### src/rtl/dwc_pkg.sv
package dwc_pkg;
  parameter int W    = 8;
  parameter int NPOT = 2;
  parameter int NREG = 4;
  localparam int SELW = $clog2(NREG);
  localparam int POTW = $clog2(NPOT);

  typedef logic [W-1:0] word_t;

  typedef enum logic [3:0] {
    OP_GLB_DR2W  = 4'b0001,
    OP_STEP      = 4'b0010,
    OP_GLB_W2DR  = 4'b1000,
    OP_RD_WIPER  = 4'b1001,
    OP_WR_WIPER  = 4'b1010,
    OP_RD_DR     = 4'b1011,
    OP_WR_DR     = 4'b1100,
    OP_DR2W      = 4'b1101,
    OP_W2DR      = 4'b1110
  } opcode_e;

  typedef struct packed {
    logic [NPOT-1:0] wiperLoad;
    logic            wiperFromDr;
    logic [NPOT-1:0] wiperStep;
    logic            stepUp;
    logic [NPOT-1:0] drWrite;
    logic            drFromWiper;
    logic [SELW-1:0] regSel;
    word_t           data;
    logic            rdReq;
    logic            rdFromDr;
    logic [POTW-1:0] rdPot;
    logic            startBusy;
  } strobe_t;
endpackage

### src/rtl/dwc_ctrl.sv
module dwc_ctrl
  import dwc_pkg::*;
(
  input  logic    clk,
  input  logic    rst_n,
  input  logic    cmdValid,
  input  logic [7:0] cmdByte,
  input  logic    dataValid,
  input  word_t   dataByte,
  input  logic    stopSeen,
  input  logic    incStep,
  input  logic    incUp,
  input  logic    wpN,
  input  logic    busyIn,
  output strobe_t strb
);
  logic [3:0]      opIn;
  logic [SELW-1:0] selIn;
  logic [POTW-1:0] potIn;
  logic            accept, knownOp;

  logic [3:0]      pendOp;
  logic [SELW-1:0] pendSel;
  logic [POTW-1:0] pendPot;
  logic            waitData, nvPend, nvGlobal, nvFromWiper, incArmed;
  word_t           nvData;

  assign opIn   = cmdByte[7:4];
  assign selIn  = cmdByte[3:2];
  assign potIn  = cmdByte[POTW-1:0];
  assign accept = cmdValid && !busyIn;

  always_comb begin
    case (opIn)
      OP_GLB_DR2W, OP_STEP, OP_GLB_W2DR, OP_RD_WIPER, OP_WR_WIPER,
      OP_RD_DR, OP_WR_DR, OP_DR2W, OP_W2DR: knownOp = !cmdByte[1];
      default:                              knownOp = 1'b0;
    endcase
  end

  always_comb begin
    strb = '0;
    if (accept && knownOp) begin
      strb.regSel = selIn;
      strb.rdPot  = potIn;
      case (opIn)
        OP_RD_WIPER: strb.rdReq = 1'b1;
        OP_RD_DR:    begin strb.rdReq = 1'b1; strb.rdFromDr = 1'b1; end
        OP_DR2W:     begin strb.wiperLoad[potIn] = 1'b1; strb.wiperFromDr = 1'b1; end
        OP_GLB_DR2W: begin strb.wiperLoad = '1; strb.wiperFromDr = 1'b1; end
        default: ;
      endcase
    end else if (waitData && dataValid) begin
      if (pendOp == OP_WR_WIPER) begin
        strb.wiperLoad[pendPot] = 1'b1;
        strb.data = dataByte;
      end
    end else if (incArmed && incStep && !busyIn) begin
      strb.wiperStep[pendPot] = 1'b1;
      strb.stepUp = incUp;
    end else if (stopSeen && nvPend && wpN) begin
      strb.drWrite     = nvGlobal ? '1 : (NPOT'(1) << pendPot);
      strb.drFromWiper = nvFromWiper;
      strb.regSel      = pendSel;
      strb.data        = nvData;
      strb.startBusy   = 1'b1;
    end
  end

  always_ff @(posedge clk or negedge rst_n) begin
    if (!rst_n) begin
      pendOp <= '0; pendSel <= '0; pendPot <= '0;
      waitData <= 1'b0; nvPend <= 1'b0; nvGlobal <= 1'b0;
      nvFromWiper <= 1'b0; incArmed <= 1'b0; nvData <= '0;
    end else begin
      if (accept) begin
        pendOp      <= knownOp ? opIn : 4'b0000;
        pendSel     <= selIn;
        pendPot     <= potIn;
        waitData    <= knownOp && (opIn == OP_WR_WIPER || opIn == OP_WR_DR);
        incArmed    <= knownOp && (opIn == OP_STEP);
        nvPend      <= knownOp && (opIn == OP_W2DR || opIn == OP_GLB_W2DR);
        nvGlobal    <= (opIn == OP_GLB_W2DR);
        nvFromWiper <= 1'b1;
      end else if (waitData && dataValid) begin
        waitData <= 1'b0;
        if (pendOp == OP_WR_DR) begin
          nvPend      <= 1'b1;
          nvGlobal    <= 1'b0;
          nvFromWiper <= 1'b0;
          nvData      <= dataByte;
        end
      end
      if (stopSeen) begin
        nvPend   <= 1'b0;
        waitData <= 1'b0;
        incArmed <= 1'b0;
      end
    end
  end

  // protect low at a stop must not open a busy window
  p_wp_block_r9: assert property (@(posedge clk) disable iff (!rst_n)
    (stopSeen && !wpN && !busyIn) |=> !busyIn);

  // a refused instruction leaves the pending command untouched
  p_busy_hold_r8: assert property (@(posedge clk) disable iff (!rst_n)
    (busyIn && cmdValid && !stopSeen) |=> ($stable(pendOp) && $stable(incArmed)));
endmodule

### src/rtl/dwc_datapath.sv
module dwc_datapath
  import dwc_pkg::*;
#(
  parameter int BUSY_CYCLES = 1000000,
  parameter logic [NPOT*NREG*W-1:0] DR_INIT = '0
) (
  input  logic    clk,
  input  logic    rst_n,
  input  strobe_t strb,
  output logic    busy,
  output logic    rdValid,
  output word_t   rdData,
  output word_t   wiper [NPOT]
);
  localparam int BCW = $clog2(BUSY_CYCLES + 1);
  localparam word_t WMAX = '1;

  word_t          dr [NPOT][NREG];
  logic [BCW-1:0] busyCnt;

  assign busy = (busyCnt != '0);

  for (genvar p = 0; p < NPOT; p++) begin : g_pot
    always_ff @(posedge clk or negedge rst_n) begin
      if (!rst_n) begin
        wiper[p] <= DR_INIT[p*NREG*W +: W];
      end else if (strb.wiperLoad[p]) begin
        wiper[p] <= strb.wiperFromDr ? dr[p][strb.regSel] : strb.data;
      end else if (strb.wiperStep[p]) begin
        if (strb.stepUp && wiper[p] != WMAX)       wiper[p] <= wiper[p] + 1'b1;
        else if (!strb.stepUp && wiper[p] != '0)   wiper[p] <= wiper[p] - 1'b1;
      end
    end

    for (genvar r = 0; r < NREG; r++) begin : g_reg
      always_ff @(posedge clk or negedge rst_n) begin
        if (!rst_n)
          dr[p][r] <= DR_INIT[(p*NREG+r)*W +: W];
        else if (strb.drWrite[p] && strb.regSel == SELW'(r))
          dr[p][r] <= strb.drFromWiper ? wiper[p] : strb.data;
      end
    end

    // a step never wraps past either end
    p_sat_r10: assert property (@(posedge clk) disable iff (!rst_n)
      (strb.wiperStep[p] && !strb.wiperLoad[p] &&
       wiper[p] == (strb.stepUp ? WMAX : '0)) |=> $stable(wiper[p]));
  end

  always_ff @(posedge clk or negedge rst_n) begin
    if (!rst_n) begin
      busyCnt <= '0;
      rdValid <= 1'b0;
      rdData  <= '0;
    end else begin
      if (strb.startBusy)  busyCnt <= BCW'(BUSY_CYCLES);
      else if (busy)       busyCnt <= busyCnt - 1'b1;
      rdValid <= strb.rdReq;
      if (strb.rdReq)
        rdData <= strb.rdFromDr ? dr[strb.rdPot][strb.regSel] : wiper[strb.rdPot];
    end
  end

  // storage writes never overlap a running write cycle
  p_nv_idle_r6: assert property (@(posedge clk) disable iff (!rst_n)
    (|strb.drWrite) |-> !busy);
endmodule

### src/rtl/dual_wiper_ctrl.sv
module dual_wiper_ctrl
  import dwc_pkg::*;
#(
  parameter int BUSY_CYCLES = 1000000,
  parameter logic [NPOT*NREG*W-1:0] DR_INIT = 64'h7766_55C0_3322_1140
) (
  input  logic       clk,
  input  logic       rst_n,
  input  logic       cmdValid,
  input  logic [7:0] cmdByte,
  input  logic       dataValid,
  input  logic [7:0] dataByte,
  input  logic       stopSeen,
  input  logic       incStep,
  input  logic       incUp,
  input  logic       wpN,
  output logic       rdValid,
  output logic [7:0] rdData,
  output logic       busy,
  output logic [7:0] wiper0,
  output logic [7:0] wiper1
);
  strobe_t strb;
  word_t   wiperArr [NPOT];

  dwc_ctrl u_ctrl (
    .clk(clk), .rst_n(rst_n), .cmdValid(cmdValid), .cmdByte(cmdByte),
    .dataValid(dataValid), .dataByte(dataByte), .stopSeen(stopSeen),
    .incStep(incStep), .incUp(incUp), .wpN(wpN), .busyIn(busy), .strb(strb)
  );

  dwc_datapath #(.BUSY_CYCLES(BUSY_CYCLES), .DR_INIT(DR_INIT)) u_dp (
    .clk(clk), .rst_n(rst_n), .strb(strb), .busy(busy),
    .rdValid(rdValid), .rdData(rdData), .wiper(wiperArr)
  );

  assign wiper0 = wiperArr[0];
  assign wiper1 = wiperArr[1];

  // read-wiper command returns pot 0 position one cycle later
  p_rd_wiper_r2: assert property (@(posedge clk) disable iff (!rst_n)
    (cmdValid && !busy && cmdByte == 8'h90) |=> (rdValid && rdData == $past(wiper0)));
endmodule

### config.mk
export PLATFORM = sky130hd
export DESIGN_NAME = dual_wiper_ctrl
export DESIGN_NICKNAME = d
export VERILOG_FILES = /design/src/rtl/dwc_pkg.sv /design/src/rtl/dwc_ctrl.sv /design/src/rtl/dwc_datapath.sv /design/src/rtl/dual_wiper_ctrl.sv
export SDC_FILE = /design/constraint.sdc
export NUM_CORES = 1
export LEC_CHECK = 0
export ABC_AREA = 1
export ABC_CLOCK_PERIOD_IN_PS = 3600
export BUFFER_PORTS_ARGS = -buffer_cell sky130_fd_sc_hd__buf_4
export CAP_MARGIN = 20
export CORE_UTILIZATION = 28
export DETAILED_ROUTE_END_ITERATION = 6
export GPL_TIMING_DRIVEN = 0
export PLACE_DENSITY = 0.44
export SLEW_MARGIN = 20
export SYNTH_ARGS = -nofsm -noshare
export SYNTH_HDL_FRONTEND = slang
export SYNTH_SLANG_ARGS = --single-unit
export TNS_END_PERCENT = 100
### constraint.sdc
create_clock -name clk -period 3.6 [get_ports clk]
set_input_delay 0.18 -clock clk [delete_from_list [all_inputs] [get_ports clk]]
set_output_delay 0.18 -clock clk [all_outputs]
set_load 0.05 [all_outputs]
==> results.yml <==
outcome:
  status: "finished clean"
place:
  port_buffers: 48
  finalWeightedCongestion: 0.9000
  placed_area_um2: 9535
  dp_hpwl_um: 23480
global_route:
  track_usage: 0.2027
  grt_max_degree: 85
  gr-total-overflow: 0
  grt_pass1_wl_um: 46910
  grt_pass1_vias: 8047
  antenna_found_initial: 0
pwr:
  switching_share: 0.2556
  power.total_mw: 3.309
  power.share.clock: 0.534
  power_frac_seq: 0.438
  p_sw_mw: 0.8458
  power_frac_comb: 0.027
  powerDensity_nw_per_um2: 325.0
  vdd_drop_max_v: 0.0001769
  internal-power_mw: 2.463
  p_leak_nw: 4.700
final_layout:
  diodes: 0
  multiInputGateArea_um2: 4451
  syn_to_final_growth_pct: 17.67
  fillerInstances: 3360
  final_cell_mix: "nand2_1, inv_1, o21ai_0, dfrtp_1, nand3_1"
  final_common_cell: "nand2_1"
  final_nets: 1373
  regArea_um2: 3263
  drive_above_1_share: 0.1525
  final_area_um2: 10180
logic_synthesis:
  postSynthCellCount: 1257
  synthArstFlopShare: 1.000
  synth_ff_type: "dfrtp_1"
  yosys_warnings: 0
  yosysSeqAreaShare: 0.3772
  ys_types: 54
  synth-seq-cells: 129
  syn-cell-area_um2: 8652
  syn_area_per_cell_um2: 6.883
  syn_nets: 1299
  synth_edf_count: 0
min_path:
  hold_class: "input port to flip-flop"
die:
  io_pins: 50
  core_um2: 30030
  die_area_um2: 31610
  die_x_um: 177.8
  rows: 63
  initial_core_util: 0.2881
  die_h_um: 177.8
sta:
  fmax_ghz: 0.3062
  max-slew-margin-rel: 0.5305
  rsz0062_at_grt: "no"
  finalMaxSlewViolations: 0
  worst_pin_slew_ns: 0.6983
  fin_crit_sh: 0.9072
  finalSetupViolCount: 0
  tns_ns: 0
  fin_crit_ns: 3.266
  fin_skew_ns: 0.01298
  hold_violations: 0
clock_tree:
  numClockSinks: 129
  cts_root_buf: "clkbuf_16"
  cts_tree: "done"
  clk_path_buf_depth: 2
  cts_buffers: 17
  clkLatencyLatePin_ns: 0.44
  h-tree-depth: 4
  clkTransAtPathRegs_ns: 0.07
critical_path:
  crit_arrival_ns: 3.61
  start_kind: "flip-flop"
  endpoint_kind: "flip-flop"
  required_ns: 3.94
  path_max_fanout: 9
  critical_path_class: "flip-flop to flip-flop"
routing:
  first_iter_violations: 546
  wire_per_inst_um: 17.56
  wirelength_um: 30450
  ant_nets: 0
  dr_wl_met2_um: 13890
  vias: 8265
  drc_errors: 0
  wl_met1_um: 13890
  topRoutingLayerUsed: "met4"
  dr_wl_met3_um: 1487
  avgViaCountPerCell: 4.766
  first_pass_iters: 5
job:
  max-cap-violations: 0
[critical path: stages (launching register included)]
cell and delay (ns):
dfrtp_1 0.39, inv_1 0.13, ha_1 0.18, inv_1 0.05
nor2_1 0.11, nand2_1 0.09, nor2_4 0.17, nand2_1 0.09
nor2_1 0.15, nand2_1 0.10, inv_1 0.10, nand3_2 0.26
ha_1 0.46, nand3_1 0.09, nand2_1 0.14, a21oi_1 0.08
o21ai_0 0.21, xnor2_1 0.15, o21ai_0 0.10, nand2_1 0.07
nand2_1 0.04
[power groups by stage]
stage	Combinational, mW	Clock, mW	Sequential, mW
after floorplan	0.0202	0	1.48
after global placement	0.0858	0	1.48
after detailed placement	0.0908	0	1.48
after CTS	0.0931	1.81	1.45
after global routing	0.102	1.87	1.45
final	0.0897	1.77	1.45
[sequential cells by signal (all words and copies together), names as in the netlist]
register            flops
u_ctrl.nvFromWiper      1
u_dp.rdValid            1
u_ctrl.incArmed         1
u_ctrl.waitData         1
u_ctrl.pendPot          1
u_ctrl.pendOp           4
u_dp.busyCnt           20
u_dp.rdData             8
u_dp.dr                64
u_ctrl.nvData           8
u_ctrl.pendSel          2
u_ctrl.nvPend           1
u_dp.wiper             16
u_ctrl.nvGlobal         1
[per-layer routing]
layer,up-vias,global-route usage
met2,196,0.3185
met1,3854,0.2660
met5,-,0
li1,4156,-
met4,0,0.09437
met3,59,0.04070
[cells by family after synthesis]
kind of cell	share of synthesized area
AOI/OAI and AO/OA	0.1330
xor gates and xnor gates	0.01215
adders and majority gates	0.02777
buffers and inverters	0.1093
DFF	0.3772
and+or+nand+nor	0.3406
[final timing paths]
| kind | slack [ns] | cells past startpoint | startpoint | to |
|---|---|---|---|---|
| max in group asynchronous | 2.57 | 3 | rst_n | u_dp.dr[10] |
| min reg2reg | 0.48 | 2 | u_ctrl.nvFromWiper | u_ctrl.nvFromWiper |
| min in group asynchronous | 0.22 | 2 | rst_n | u_dp.busyCnt[9] |
| max | 0.33 | 20 | u_dp.busyCnt[0] | u_dp.wiper[5] |
| min | 0.02 | 3 | dataByte[1] | u_ctrl.nvData[1] |
| max reg2reg | 0.33 | 20 | u_dp.busyCnt[0] | u_dp.wiper[5] |
[stage by stage]
stage | hold slack, ns | utilization | setup slack [ns] | std cells
after detailed placement | 0.1055 | 0.3175 | 0.04829 | 1696
after CTS | 0.003001 | 0.3380 | 0.04301 | 1731
after floorplan | -0.1156 | - | 0.7518 | 1257
final | 0.02154 | 0.3390 | 0.3341 | 1734
after global routing | 0.02646 | 0.3390 | 0.005968 | 1734
after global placement | 0.3833 | 0.3163 | 0.06446 | 1695
[cells in the mapped netlist, types with 2 or more instances]
master / n / area, um2
nand2_1: 427 / 1603
inv_1: 174 / 653.1
o21ai_0: 109 / 545.5
dfrtp_1: 101 / 2527
nand3_1: 84 / 420.4
nor2_1: 55 / 206.5
o21ai_1: 44 / 220.2
dfstp_2: 28 / 735.7
buf_2: 27 / 135.1
a21oi_1: 26 / 130.1
ha_1: 16 / 200.2
nand3b_1: 16 / 120.1
nand4_1: 13 / 81.33
nand2_2: 11 / 68.82
nor3_1: 11 / 55.05
nor2_4: 10 / 112.6
o31ai_1: 10 / 75.07
xnor2_1: 10 / 87.58
inv_2: 9 / 33.78
nor2_2: 9 / 56.30
nor4_1: 9 / 56.30
buf_4: 7 / 52.55
clkbuf_1: 5 / 18.77
a31oi_1: 3 / 18.77
buf_6: 3 / 33.78
nand3_2: 3 / 30.03
nor2_8: 3 / 60.06
o22ai_1: 3 / 18.77
a211oi_1: 2 / 15.01
a21oi_2: 2 / 17.52
fa_1: 2 / 40.04
o2111ai_1: 2 / 17.52
xor2_1: 2 / 17.52
[final cells by class]
cell class,instances,area share
Timing Repair Buffer,55,0.04400
Tap cell,390,0.04793
Clock inverter,15,0.01573
Multi-Input combinational cell,899,0.4371
Sequential cell,129,0.3205
Clock buffer,17,0.04178
Buffer,43,0.02396
Inverter,186,0.06894
[what timing repair did]
| item | in CTS | in global routing |
|---|---|---|
| setup buffers | 0 | 3 |
| hold endpoints to repair | 48 | 0 |
| gates resized for setup | 0 | 2 |
| endpoints found under the setup margin | 0 | 5 |
| hold buffers | 3 | 0 |
Note: power is estimated with default switching activity, not from simulation.
